===== config.mk =====
export PLATFORM = sky130hd
export DESIGN_NAME = hdmb_bridge
export DESIGN_NICKNAME = d
export VERILOG_FILES = /design/src/rtl/hdmb_pkg.sv /design/src/rtl/hdmb_sync.sv /design/src/rtl/hdmb_id_match.sv /design/src/rtl/hdmb_xfer_ctl.sv /design/src/rtl/hdmb_req_ff.sv /design/src/rtl/hdmb_bridge.sv
export SDC_FILE = /design/constraint.sdc
export NUM_CORES = 1
export LEC_CHECK = 0
export ABC_CLOCK_PERIOD_IN_PS = 4800
export CORE_AREA = 5 5 104 106
export CTS_CLUSTER_DIAMETER = 80
export DETAILED_ROUTE_END_ITERATION = 7
export DIE_AREA = 0 0 109 111
export GPL_TIMING_DRIVEN = 0
export PLACE_DENSITY = 0.73
export SYNTH_ARGS = -nofsm -noshare
export SYNTH_HDL_FRONTEND = slang
export SYNTH_SLANG_ARGS = --single-unit

===== constraint.sdc =====
create_clock -name clk -period 4.8 [get_ports clk]
set_clock_uncertainty 0.15 [all_clocks]
set_input_delay 0.96 -clock clk [delete_from_list [all_inputs] [get_ports clk]]
set_output_delay 0.96 -clock clk [all_outputs]
set_load 0.005 [all_outputs]

===== src/rtl/hdmb_pkg.sv =====
package hdmb_pkg;
   typedef enum logic [1:0] {
      ST_IDLE = 2'd0,
      ST_PEND = 2'd1,
      ST_XFER = 2'd2,
      ST_ACK  = 2'd3
   } hdmb_state_t;
endpackage


===== src/rtl/hdmb_sync.sv =====
module hdmb_sync #(
   parameter int W      = 8,
   parameter int STAGES = 2
) (
   input  logic         clk,
   input  logic         rst_n,
   input  logic [W-1:0] d,
   output logic [W-1:0] q
);
   if (STAGES < 2) begin : g_bad_stages
      $error("hdmb_sync: STAGES must be at least 2");
   end

   logic [W-1:0] chain [STAGES];

   for (genvar i = 0; i < STAGES; i++) begin : g_stage
      if (i == 0) begin : g_first
         always_ff @(posedge clk or negedge rst_n)
            if (!rst_n) chain[0] <= '0;
            else        chain[0] <= d;
      end else begin : g_next
         always_ff @(posedge clk or negedge rst_n)
            if (!rst_n) chain[i] <= '0;
            else        chain[i] <= chain[i-1];
      end
   end

   assign q = chain[STAGES-1];
endmodule


===== src/rtl/hdmb_id_match.sv =====
module hdmb_id_match #(
   parameter int HOST_AW = 16,
   parameter int REG_W   = 4,
   parameter logic [HOST_AW-REG_W-1:0] CARD_ID = '0
) (
   input  logic               avalid,
   input  logic [HOST_AW-1:0] addr,
   output logic               sel,
   output logic [REG_W-1:0]   reg_idx
);
   localparam int ID_W = HOST_AW - REG_W;

   if (REG_W < 1 || ID_W < 1) begin : g_bad_split
      $error("hdmb_id_match: address split leaves an empty field");
   end

   assign sel     = avalid && (addr[HOST_AW-1:REG_W] == CARD_ID);
   assign reg_idx = addr[REG_W-1:0];
endmodule


===== src/rtl/hdmb_xfer_ctl.sv =====
module hdmb_xfer_ctl
   import hdmb_pkg::*;
#(
   parameter int REG_W  = 4,
   parameter int DATA_W = 16
) (
   input  logic              clk,
   input  logic              rst_n,
   input  logic              sel,
   input  logic              rnw,
   input  logic [REG_W-1:0]  reg_idx,
   input  logic [DATA_W-1:0] wdata,
   input  logic              rd_mbox,
   input  logic              rd_din,
   output hdmb_state_t       st,
   output logic [REG_W:0]    lat,
   output logic [DATA_W-1:0] din
);
   hdmb_state_t st_q;
   logic [REG_W:0]    lat_q;
   logic [DATA_W-1:0] din_q;
   logic              done;

   assign done = !sel || (reg_idx != lat_q[REG_W-1:0]);

   always_ff @(posedge clk or negedge rst_n) begin
      if (!rst_n) begin
         st_q  <= ST_IDLE;
         lat_q <= '0;
         din_q <= '0;
      end else begin
         unique case (st_q)
            ST_IDLE: if (sel) begin
               st_q  <= ST_PEND;
               lat_q <= {rnw, reg_idx};
               if (!rnw) din_q <= wdata;
            end
            ST_PEND: if (rd_mbox) st_q <= ST_XFER;
            ST_XFER: if (rd_din)  st_q <= ST_ACK;
            ST_ACK:  if (done)    st_q <= ST_IDLE;
            default:              st_q <= ST_IDLE;
         endcase
      end
   end

   assign st  = st_q;
   assign lat = lat_q;
   assign din = din_q;
endmodule


===== src/rtl/hdmb_req_ff.sv =====
module hdmb_req_ff (
   input  logic clk,
   input  logic rst_n,
   input  logic set_req,
   input  logic clr_req,
   output logic q
);
   always_ff @(posedge clk or negedge rst_n)
      if (!rst_n)       q <= 1'b0;
      else if (clr_req) q <= 1'b0;
      else if (set_req) q <= 1'b1;
endmodule


===== src/rtl/hdmb_bridge.sv =====
module hdmb_bridge
   import hdmb_pkg::*;
#(
   parameter int HOST_AW     = 16,
   parameter int REG_W       = 4,
   parameter int DATA_W      = 16,
   parameter logic [HOST_AW-REG_W-1:0] CARD_ID = 12'hA5C,
   parameter int LOC_AW      = 3,
   parameter int SYNC_STAGES = 2,
   parameter int P_ADDR      = 0,
   parameter int P_DIN       = 1,
   parameter int P_DOUT      = 2,
   parameter int P_HIRQ      = 3
) (
   input  logic              clk,
   input  logic              rst_n,
   input  logic              host_avalid,
   input  logic              host_rnw,
   input  logic [HOST_AW-1:0] host_addr,
   input  logic [DATA_W-1:0] host_wdata,
   output logic [DATA_W-1:0] host_rdata,
   output logic              host_dack_n,
   output logic              host_irq_n,
   input  logic [LOC_AW-1:0] dsp_addr,
   input  logic              dsp_rd,
   input  logic              dsp_wr,
   input  logic [DATA_W-1:0] dsp_wdata,
   output logic [DATA_W-1:0] dsp_rdata,
   output logic              dsp_irq
);
   localparam int SYNC_W = 2 + HOST_AW + DATA_W;
   localparam int PORTS  = 1 << LOC_AW;
   localparam logic [LOC_AW-1:0] A_ADDR = LOC_AW'(P_ADDR);
   localparam logic [LOC_AW-1:0] A_DIN  = LOC_AW'(P_DIN);
   localparam logic [LOC_AW-1:0] A_DOUT = LOC_AW'(P_DOUT);
   localparam logic [LOC_AW-1:0] A_HIRQ = LOC_AW'(P_HIRQ);

   if (DATA_W < REG_W + 1 || DATA_W < 2) begin : g_bad_data
      $error("hdmb_bridge: DATA_W too narrow for the mailbox word");
   end
   if (P_ADDR >= PORTS || P_DIN >= PORTS || P_DOUT >= PORTS || P_HIRQ >= PORTS) begin : g_bad_port
      $error("hdmb_bridge: port address exceeds LOC_AW");
   end
   if (P_ADDR == P_DIN || P_ADDR == P_DOUT || P_ADDR == P_HIRQ ||
       P_DIN == P_DOUT || P_DIN == P_HIRQ || P_DOUT == P_HIRQ) begin : g_bad_map
      $error("hdmb_bridge: port addresses must differ");
   end

   // host side brought into the DSP clock domain
   logic [SYNC_W-1:0]  sync_q;
   logic               avalid_s, rnw_s;
   logic [HOST_AW-1:0] addr_s;
   logic [DATA_W-1:0]  wdata_s;

   hdmb_sync #(.W(SYNC_W), .STAGES(SYNC_STAGES)) u_sync (
      .clk   (clk),
      .rst_n (rst_n),
      .d     ({host_avalid, host_rnw, host_addr, host_wdata}),
      .q     (sync_q)
   );
   assign {avalid_s, rnw_s, addr_s, wdata_s} = sync_q;

   logic             sel_w;
   logic [REG_W-1:0] reg_w;

   hdmb_id_match #(.HOST_AW(HOST_AW), .REG_W(REG_W), .CARD_ID(CARD_ID)) u_match (
      .avalid  (avalid_s),
      .addr    (addr_s),
      .sel     (sel_w),
      .reg_idx (reg_w)
   );

   // local port decode
   logic rd_mbox, rd_din, wr_dout, wr_hirq;
   assign rd_mbox = dsp_rd && (dsp_addr == A_ADDR);
   assign rd_din  = dsp_rd && (dsp_addr == A_DIN);
   assign wr_dout = dsp_wr && (dsp_addr == A_DOUT);
   assign wr_hirq = dsp_wr && (dsp_addr == A_HIRQ);

   hdmb_state_t       st_w;
   logic [REG_W:0]    lat_w;
   logic [DATA_W-1:0] din_w;

   hdmb_xfer_ctl #(.REG_W(REG_W), .DATA_W(DATA_W)) u_xfer (
      .clk     (clk),
      .rst_n   (rst_n),
      .sel     (sel_w),
      .rnw     (rnw_s),
      .reg_idx (reg_w),
      .wdata   (wdata_s),
      .rd_mbox (rd_mbox),
      .rd_din  (rd_din),
      .st      (st_w),
      .lat     (lat_w),
      .din     (din_w)
   );

   // outbound register
   logic [DATA_W-1:0] dout_q;
   always_ff @(posedge clk or negedge rst_n)
      if (!rst_n)       dout_q <= '0;
      else if (wr_dout) dout_q <= dsp_wdata;

   // host interrupt request
   logic hreq_q;
   hdmb_req_ff u_hreq (
      .clk     (clk),
      .rst_n   (rst_n),
      .set_req (wr_hirq && dsp_wdata[0]),
      .clr_req (wr_hirq && dsp_wdata[1]),
      .q       (hreq_q)
   );

   always_comb begin
      dsp_rdata = '0;
      if (dsp_addr == A_ADDR)     dsp_rdata = DATA_W'(lat_w);
      else if (dsp_addr == A_DIN) dsp_rdata = din_w;
   end

   assign dsp_irq     = (st_w == ST_PEND);
   assign host_dack_n = (st_w != ST_ACK);
   assign host_rdata  = dout_q;
   assign host_irq_n  = !hreq_q;
endmodule


Yosys cells after proc, flatten, opt, wreduce, memory -nomap -nowiden
Cells that the tools add are included.

storage, ports and cells
  bits of input ports = 57
  output and inout bits = 35
  bits in registers = 108
  word-level logic and storage cells = 46

cells by class
  reduce and logical (&&, ||, !) cells = 16
  bitwise operators = 1
  mux-type cells = 9
  eq/ne operators = 13

operators by type and width
  kind                                                  number
  two-way mux 16 bit                                    2
  equality test 12 bit (second input constant)          1
  two-way mux 2 bit                                     4
  case mux 2 bit (4 select lines)                       1
  logical AND 1 bit                                     7
  equality test 3 x 2 -> 1 bit (second input constant)  2
  != test 2 x 1 -> 1 bit (second input constant)        3
  equality test 2 bit (second input constant)           2
  != test 2 bit (second input constant)                 2
  != test 4 bit                                         1
  AND reduction 4 bit                                   1
  equality test 3 x 1 -> 1 bit (second input constant)  1
  zero test 3 bit                                       1
  AND reduction 3 bit                                   1
  equality test 2 x 1 -> 1 bit (second input constant)  1
  zero test 1 bit                                       2
  zero test 2 bit                                       1
  two-way mux 1 bit                                     2
  AND reduction 2 bit                                   1
  nonzero test 2 bit                                    1
  logical OR 1 bit                                      1
  inverter 1 bit                                        1

Longest topological paths before layout
Gate-level depths: netlist (run 1).

  depth in word-level cells = 6
  depth in mapped cells = 8
  depth with buffers taken out = 7

Modules after synthesis
Synthesis (run 1) repeated with hierarchy kept, for this count alone.

second synthesis, totals
  cell total of the unflattened synthesis = 257
  area total of the unflattened synthesis = 4042.6 sq um

by module, submodules not included
  module         sequential area each (sq um)  times used  area an instance (sq um)  cells each
  hdmb_sync      1701.6                        1           1956.9                    102
  hdmb_xfer_ctl  575.6                         1           1064.8                    75
  hdmb_bridge    400.4                         1           910.9                     69
  hdmb_id_match  0.0                           1           75.1                      9
  hdmb_req_ff    25.0                          1           35.0                      2

Worst setup path before layout (run 1)
Ideal clock, no wire load.

  kind = input to output
  start point = input dsp_addr[0]
  end point = output dsp_rdata[10]
  slack = 1.991 ns
  required time = 3.690 ns
  cell stages on the path = 5
  arrival time = 1.699 ns
  buffers on the path = 2
  cell sequence = buf_2 nand2b_1 nor2_1 clkbuf_1 and2_1

between the ends
  word-level cells in the longest chain between the ends = 3
  elaborated cells between the ends (all ways) = 4
  those cells by class = eq/ne (1); mux (2); reduce/logical (1)

RTL lines
  item                          line                RTL
  from (decl)                   hdmb_bridge.sv:24   input logic [LOC_AW-1:0] dsp_addr,
  equality test 3 x 1 -> 1 bit  hdmb_bridge.sv:117  else if (dsp_addr == A_DIN) dsp_rdata = din_w;
  two-way mux 16 bit            hdmb_bridge.sv:117
  two-way mux 16 bit *          hdmb_bridge.sv:116  if (dsp_addr == A_ADDR) dsp_rdata = DATA_W'(lat_w);
  to (decl)                     hdmb_bridge.sv:28   output logic [DATA_W-1:0] dsp_rdata,

Every way passes the cells marked *; elsewhere a longest branch is shown, timed or not.

Worst setup path after layout (run 1)
  start point = input dsp_addr[2]
  end point = output dsp_rdata[9]

The elaborated chain is that of the path after synthesis.

==> impl_results.md, run 1 <==
- Outcome: finished clean
- Syn avg cell area: 17.21 µm²
- PwrDens: 379.1 nW/µm²
- Grt total ovfl: 0
- Largest family of logic cells by synthesized area: multiplexers
- CTS root buf: clkbuf_8
- Seq/Total Area, Yosys: approximately three quarters
- Crit start category: input pin
- Post-synth top area cell: dfrtp_1
- Row count: 36
- FF-to-FF setup slack: roughly 2.7 ns
- Top-area cell type share of the netlist area: 74.43%
- Post-CTS Setup Bufs: 0
- Cell variety after synth: 27
- WP data arrival: 2.78 ns
- Filler cells: between 800 and 900
- N_diodes: 0
- Max_cap viols: 0
- Initial antenna violation count: 0
- Synth Area in Compound Gates: less than 1%
- #FFs+latches synth: 108
- Largest net degree at the start of global routing: 65
- Leak: 2.218 nW
- Max Transition Viols Final: 0
- Iter 0 DRT Violations: 29
- Post-Syn Area: about 3600 µm²
- Achievable Freq: between 200 and 300 MHz
- TritonCTS Buffers: 9
- RR Startpoint: u_sync.q[28]
- CTS max path bufs: 2
- PortBufs: 90
- Post-DP HPWL: about 4600 µm
- Clk_lat worst skew: around 0.36 ns
- Measured slew at the worst slew-check pin: between 0.6 and 0.7 ns
- Mapped Nets: between 200 and 300
- EDFF count, synth: 0
- Synth warn: 0
- Synth Area in XOR/XNOR: less than 1%
- Routability-driven placement congestion ratio: slightly above 0.7
- Total power draw: around 0.0019 W
- Multiplexer area fraction after synthesis: between 10 and 15%
- Worst vdd ir: between 0.15 and 0.2 mV
- GR Util All Layers: about 11%
- Hold Fails Final Rpt: 0
- Critical setup path kind: in2out
- Share of cells above drive strength 1: around 19%
- CTS H-tree lvls: 3
- Final non-filler cell total: ~450
- Tcrit/Tclk final: slightly above 80%
- Endpoint type of the worst setup path: output pin
- Die height: between 100 and 150 µm
- Slew Limit Headroom: between 50% and 60%
- Min-Delay Path Depth: 0
- Synth top cells by count: 108 x dfrtp_1, 28 x mux2_2, 11 x and2_1, 11 x nor2_1, 9 x mux2_4
- Core area: between 9000 and 10000 µm²
- Ys async rst share: 100.0%
- Fin nets: between 300 and 400
- Vias in the first global route: between 2000 and 2500
- Adder-Cell Fraction of Synth Area: around 1.7%
- Worst-path clk slew: 0.10 ns
- Crit Path Max Fanout: 10
- Hold EP: u_sync.q[9]
- DRC: 0
- Post-CTS sizing: 0
- Post-CTS Hold Fix Bufs: 0
- Ys flop type: dfrtp_1
- Vias per inst: 4.330
- Routed wire length per instance: roughly 14 µm
- Cell Count Post-Placement: between 400 and 500
- CTS tree: done
- Most used cell, CP: clkdlybuf4s50_1
- Die X: between 100 and 150 µm
- Area Overhead vs Synth: 36.32%
- Die area: 12100 µm²
- Antenna-violating nets left: 0
- Reg2Reg Depth: 7
- Crit-path max cell delay: roughly 0.5 ns
- Worst path cell trace: clkdlybuf4s50_1 > nand2b_1 > nor2_1 > clkbuf_1 > and2_1 > clkdlybuf4s50_1
- RSZ-0062 raised after global routing: no
- Top post-synthesis cells by area: dfrtp_1 74%, mux2_2 8.7%, mux2_4 3.7%
- Starting Density: 37.49%
- Synth Instances: ~210
- Max stage delay cell, worst path: clkdlybuf4s50_1
- Hold Path Class: reg2reg
- Worst Path Required: about 3.7 ns
- Hold path start: u_sync.chain[43]
- First-pass GRT wire length: between 10000 and 15000 µm
- CTS Sinks: about 110
- Routed WL: approximately 6400 µm
- Fin crit period: roughly 3.9 ns
- Most common cell in the netlist: dfrtp_1
- Drt first pass iters: 3
- Final setup fails: 0
- Simple-gate share of the synthesized area: around 5.7%
- Ports: 92
- Worst R2R End: u_xfer.din[9]
- Via count: slightly below 2000
[cell type report]
class	count	area, µm²	share of cell area [%]
Multi-Input combinational cell	92	860.8	17.39
Buffer	5	45.04	0.9100
Clock buffer	9	123.9	2.503
Sequential cell	108	2703	54.60
Inverter	6	22.52	0.4550
Tap cell	133	166.4	3.362
Clock inverter	7	102.6	2.073
Timing Repair Buffer	91	925.9	18.71
[power breakdown]
| group | internal [W] | switching, W | total (W) |
|---|---|---|---|
| Combinational | 0.000177 | 0.000107 | 0.000283 |
| Clock | 0.000260 | 0.000321 | 0.000581 |
| Sequential | 0.000979 | 0.0000328 | 0.00101 |
[cell usage in the layout, fill, tap and decap left out, types with 2 or more instances in the layout]
master / Yosys / routed
a21oi_1: 3 / 3
a31oi_1: 2 / 2
and2_1: 11 / 11
buf_2: 2 / 2
clkbuf_8: 0 / 9
clkdlybuf4s50_1: 0 / 89
clkinv_8: 0 / 2
dfrtp_1: 108 / 108
ha_1: 5 / 5
inv_1: 6 / 6
inv_8: 0 / 2
mux2_2: 28 / 28
mux2_4: 9 / 9
mux2i_1: 7 / 7
nor2_1: 11 / 11
or2_1: 2 / 2
xor2_1: 3 / 3
[cell families after synthesis]
family | Yosys count
AO/OA/AOI/OAI | 6
adder cells (fa/ha/maj) | 5
AND/OR/NAND/NOR | 33
flip-flops | 108
XOR/XNOR | 4
multiplexers | 44
buffers and inverters | 11
[worst max-delay path: cells and delay by family]
kind | cells | cell delay, ns
buffers and inverters | 3 | 1.32
and+or+nand+nor | 3 | 0.50
[how the worst max path moves through the flow]
stage,endpoint,slack [ns],cells after the start,from
floorplan,dsp_rdata[10],1.99,5,dsp_addr[0]
detailed placement,dsp_rdata[9],0.90,6,dsp_addr[2]
finish,dsp_rdata[9],0.91,6,dsp_addr[2]
global placement,host_rdata[10],-1.27,1,rst_n
CTS,dsp_rdata[9],0.89,6,dsp_addr[2]
global route,dsp_rdata[8],0.76,6,dsp_addr[2]
[per-stage QoR]
stage	hold WS, ns	area, µm²	util, %	TNS [ns]	worst slack, ns
finish	0.2026	4950	51.11	0	0.9067
global route	0.2044	4950	51.11	0	0.7606
CTS	0.2095	4950	51.11	0	0.8914
detailed placement	0.1847	4723	48.77	0	0.8978
global placement	0.1830	4698	48.51	-136.54	-1.271
floorplan	0.1812	3631	-	0	1.991
[flip-flops by register name (all words and copies together) (netlist names)]
register      flops
u_xfer.lat        5
u_sync.chain     34
host_rdata       16
u_hreq.q          1
u_sync.q         34
u_xfer.st         2
u_xfer.din       16
[metal layers]
| layer | vias to the layer above | track usage [%] | routed length, µm |
|---|---|---|---|
| met2 | 65 | 18.02 | 3063 |
| met4 | 0 | 4.461 | 89 |
| met5 | - | 0 | 0 |
| met1 | 976 | 14.02 | 2744 |
| met3 | 9 | 4.601 | 501 |
| li1 | 903 | - | - |
No activity file was read; power rests on OpenSTA's default activity.
==> run 2: changes to the inputs <==
Settings changed: ABC_CLOCK_PERIOD_IN_PS 4800 to 3700.
Clock period 4.8 ns to 3.7 ns, I/O delays scaled along.
==> results of run 2 <==
Same layout as run 1 (identical final DEF). Status: finished clean.
Main changes from that run: setup slack after placement 0.8978 ns -> 0.2378 ns; setup slack after layout 0.9067 ns -> 0.2467 ns; register-to-register setup slack 2.65 ns -> 1.55 ns; total power 0.001876 W -> 0.002434 W; worst IR drop on VDD 0.1940 mV -> 0.2517 mV
==> run 3: changes to the inputs <==
Settings changed: RECOVER_POWER from default to 25.
==> run 3 against run 2 <==
The run now ends with max-capacitance violations, max-slew violations left; wire length is 0.13% lower; critical endpoint unchanged; core utilization hardly changed; register-to-register slack hardly changed; final cell count stayed put; highest routed layer unchanged; sequential share of layout area hardly changed; cell area hardly changed; global-route usage stayed put; non-clock buffer count stayed put; first-iteration DRC count is 3.4% lower; critical path type unchanged; critical path depth stayed put; maximum frequency hardly changed; sequential cell count stayed put; largest cell class unchanged.
==> impl_results.md, run 3 (same netlist as run 1, synthesis figures left out) <==
- Worst-path clk slew: 0.10 ns
- Sw Pwr: about 0.0006 W
- Clk_lat worst skew: 0.36 ns
- Row count: 36
- Final hold slack: around 0.2 ns
- Crit-path max cell delay: 0.50 ns
- Slew Limit Headroom: -66.39%
- Critical setup path kind: in2out
- Largest net degree at the start of global routing: 65
- Worst vdd ir: about 0.25 mV
- N_diodes: 0
- WP data arrival: between 2 and 3 ns
- Post-CTS Setup Bufs: 0
- DRC: 0
- Max_cap viols: 1
- First-pass GRT wire length: 10690 µm
- Die height: 111 µm
- Max stage delay cell, worst path: clkdlybuf4s50_1
- Outcome: finished, violations left
- Crit Path Max Fanout: 10
- Filler cells: 837
- Measured slew at the worst slew-check pin: 2.496 ns
- Initial antenna violation count: 0
- PwrDens: 491.6 nW/µm²
- Ports: between 90 and 100
- Leak: between 2 and 2.5 nW
- Commonest non-fill, non-tap cell in the layout: dfrtp_1
- Worst path cell trace: clkdlybuf4s50_1 > nand2b_1 > nor2_1 > clkbuf_1 > and2_1 > clkdlybuf4s50_1
- GR Util All Layers: a little under an eighth
- Setup ws final: 0.2500 ns
- TritonCTS Buffers: 9
- Die area: between 10000 and 15000 µm²
- CTS H-tree lvls: 3
- Via count: 1953
- Routed wire length per instance: 14.17 µm
- Post-CTS sizing: 0
- Fin nets: 375
- Antenna-violating nets left: 0
- Endpoint type of the worst setup path: output pin
- RSZ-0062 raised after global routing: no
- Tcrit/Tclk final: roughly 93%
- Failing checks: max-capacitance violations, max-slew violations
- Min-Delay Path Depth: 0
- Sequential power share: a little over half
- Vias in the first global route: approximately 2200
- Achievable Freq: between 200 and 300 MHz
- Drt first pass iters: 3
- Internal power: 0.001834 W
- Final setup fails: 0
- Routed WL: between 6000 and 7000 µm
- Most used cell, CP: clkdlybuf4s50_1
- Post-DP HPWL: 4640 µm
- Commonest cells after routing, fill and taps aside: 108 x dfrtp_1, 76 x clkdlybuf4s50_1, 28 x mux2_2
- Reg2Reg Depth: 7
- Post-CTS Hold Fix Bufs: 0
- Fin crit period: roughly 3.5 ns
- Clock Power Share: around 31%
- Iter 0 DRT Violations: 28
- PortBufs: 90
- CTS Sinks: 108
- Hold Path Class: reg2reg
- Grt total ovfl: 0
- Comb pwr share: 15.0%
- Vias per inst: ~4.3
- CTS tree: done
- Share of cells above drive strength 1: 19.18%
- Pre-CTS setup slack: 0.2378 ns
- CTS max path bufs: 2
- Area Overhead vs Synth: 36.22%
- Net Sw Frac: 24.57%
- Max Transition Viols Final: 45
- Crit start category: input pin
- Routability-driven placement congestion ratio: 0.7114
- Worst Path Required: around 2.8 ns
- Core area: 9684 µm²
- CTS root buf: clkbuf_8
- Hold Fails Final Rpt: 0
- Biggest regs: u_sync.chain (34), u_sync.q (34)
- Die X: approximately 110 µm
- Starting Density: 37.49%
==> run 3: changes by cell type in the layout (fill, tap and decap cells not counted), sizes merged <==
cell / change
dlygate4sd3: +13
buf: -1
clkdlybuf4s50: -13
clkbuf: +1
==> run 3: final cells by class <==
class	count	area (µm²)	share of cell area, %
clock inverter	7	102.6	2.074
multi-input combinational	92	860.8	17.40
inverter	6	22.52	0.4554
tap	133	166.4	3.365
timing repair buffer	91	922.1	18.64
clock buffer	9	123.9	2.504
sequential	108	2703	54.64
buffer	5	45.04	0.9107
==> run 3: metrics by stage <==
| step | power [W] | setup TNS [ns] | util, % | area (µm²) | std cells |
|---|---|---|---|---|---|
| after floorplan | 0.001479 | 0 | - | 3631 | 211 |
| final | 0.002431 | 0 | 51.07 | 4946 | 451 |
| after CTS | 0.002486 | 0 | 51.11 | 4950 | 451 |
| after global placement | 0.001691 | -231.58 | 48.51 | 4698 | 434 |
| after global routing | 0.002574 | 0 | 51.07 | 4946 | 451 |
| after detailed placement | 0.001709 | 0 | 48.77 | 4723 | 435 |
==> run 3: power by group through the flow <==
stage | clock network (W) | logic (W) | registers [W]
2_1_floorplan | 0 | 0.000146 | 0.00133
3_3_place_gp | 0 | 0.000359 | 0.00133
3_5_place_dp | 0 | 0.000373 | 0.00134
4_1_cts | 0.000798 | 0.000374 | 0.00131
5_1_grt | 0.000843 | 0.000407 | 0.00132
6_report | 0.000754 | 0.000365 | 0.00131
==> run 3: path summary, 6_finish.rpt <==
check | endpoint | slack (ns) | start
hold reg to reg | u_sync.q[9] | 0.20 | u_sync.chain[43]
setup reg to reg | u_xfer.din[9] | 1.55 | u_sync.q[28]
min in group asynchronous | u_sync.q[2] | 0.98 | rst_n
max in group asynchronous | host_rdata[11] | 0.99 | rst_n
hold / removal | u_sync.q[9] | 0.20 | u_sync.chain[43]
setup / recovery | dsp_rdata[9] | 0.25 | dsp_addr[2]
==> run 3: worst max-delay path: cells and delay by family <==
family,cells,cell delay (ns)
buffers and inverters,3,1.32
AND/OR/NAND/NOR,3,0.50
==> run 3: metal layers <==
metal	track usage, %	vias to the layer above	share of wire [%]
li1	-	904	-
met1	14.02	975	43
met2	18.02	65	48
met3	4.601	9	7.8
met4	4.461	0	1.4
met5	0	-	0
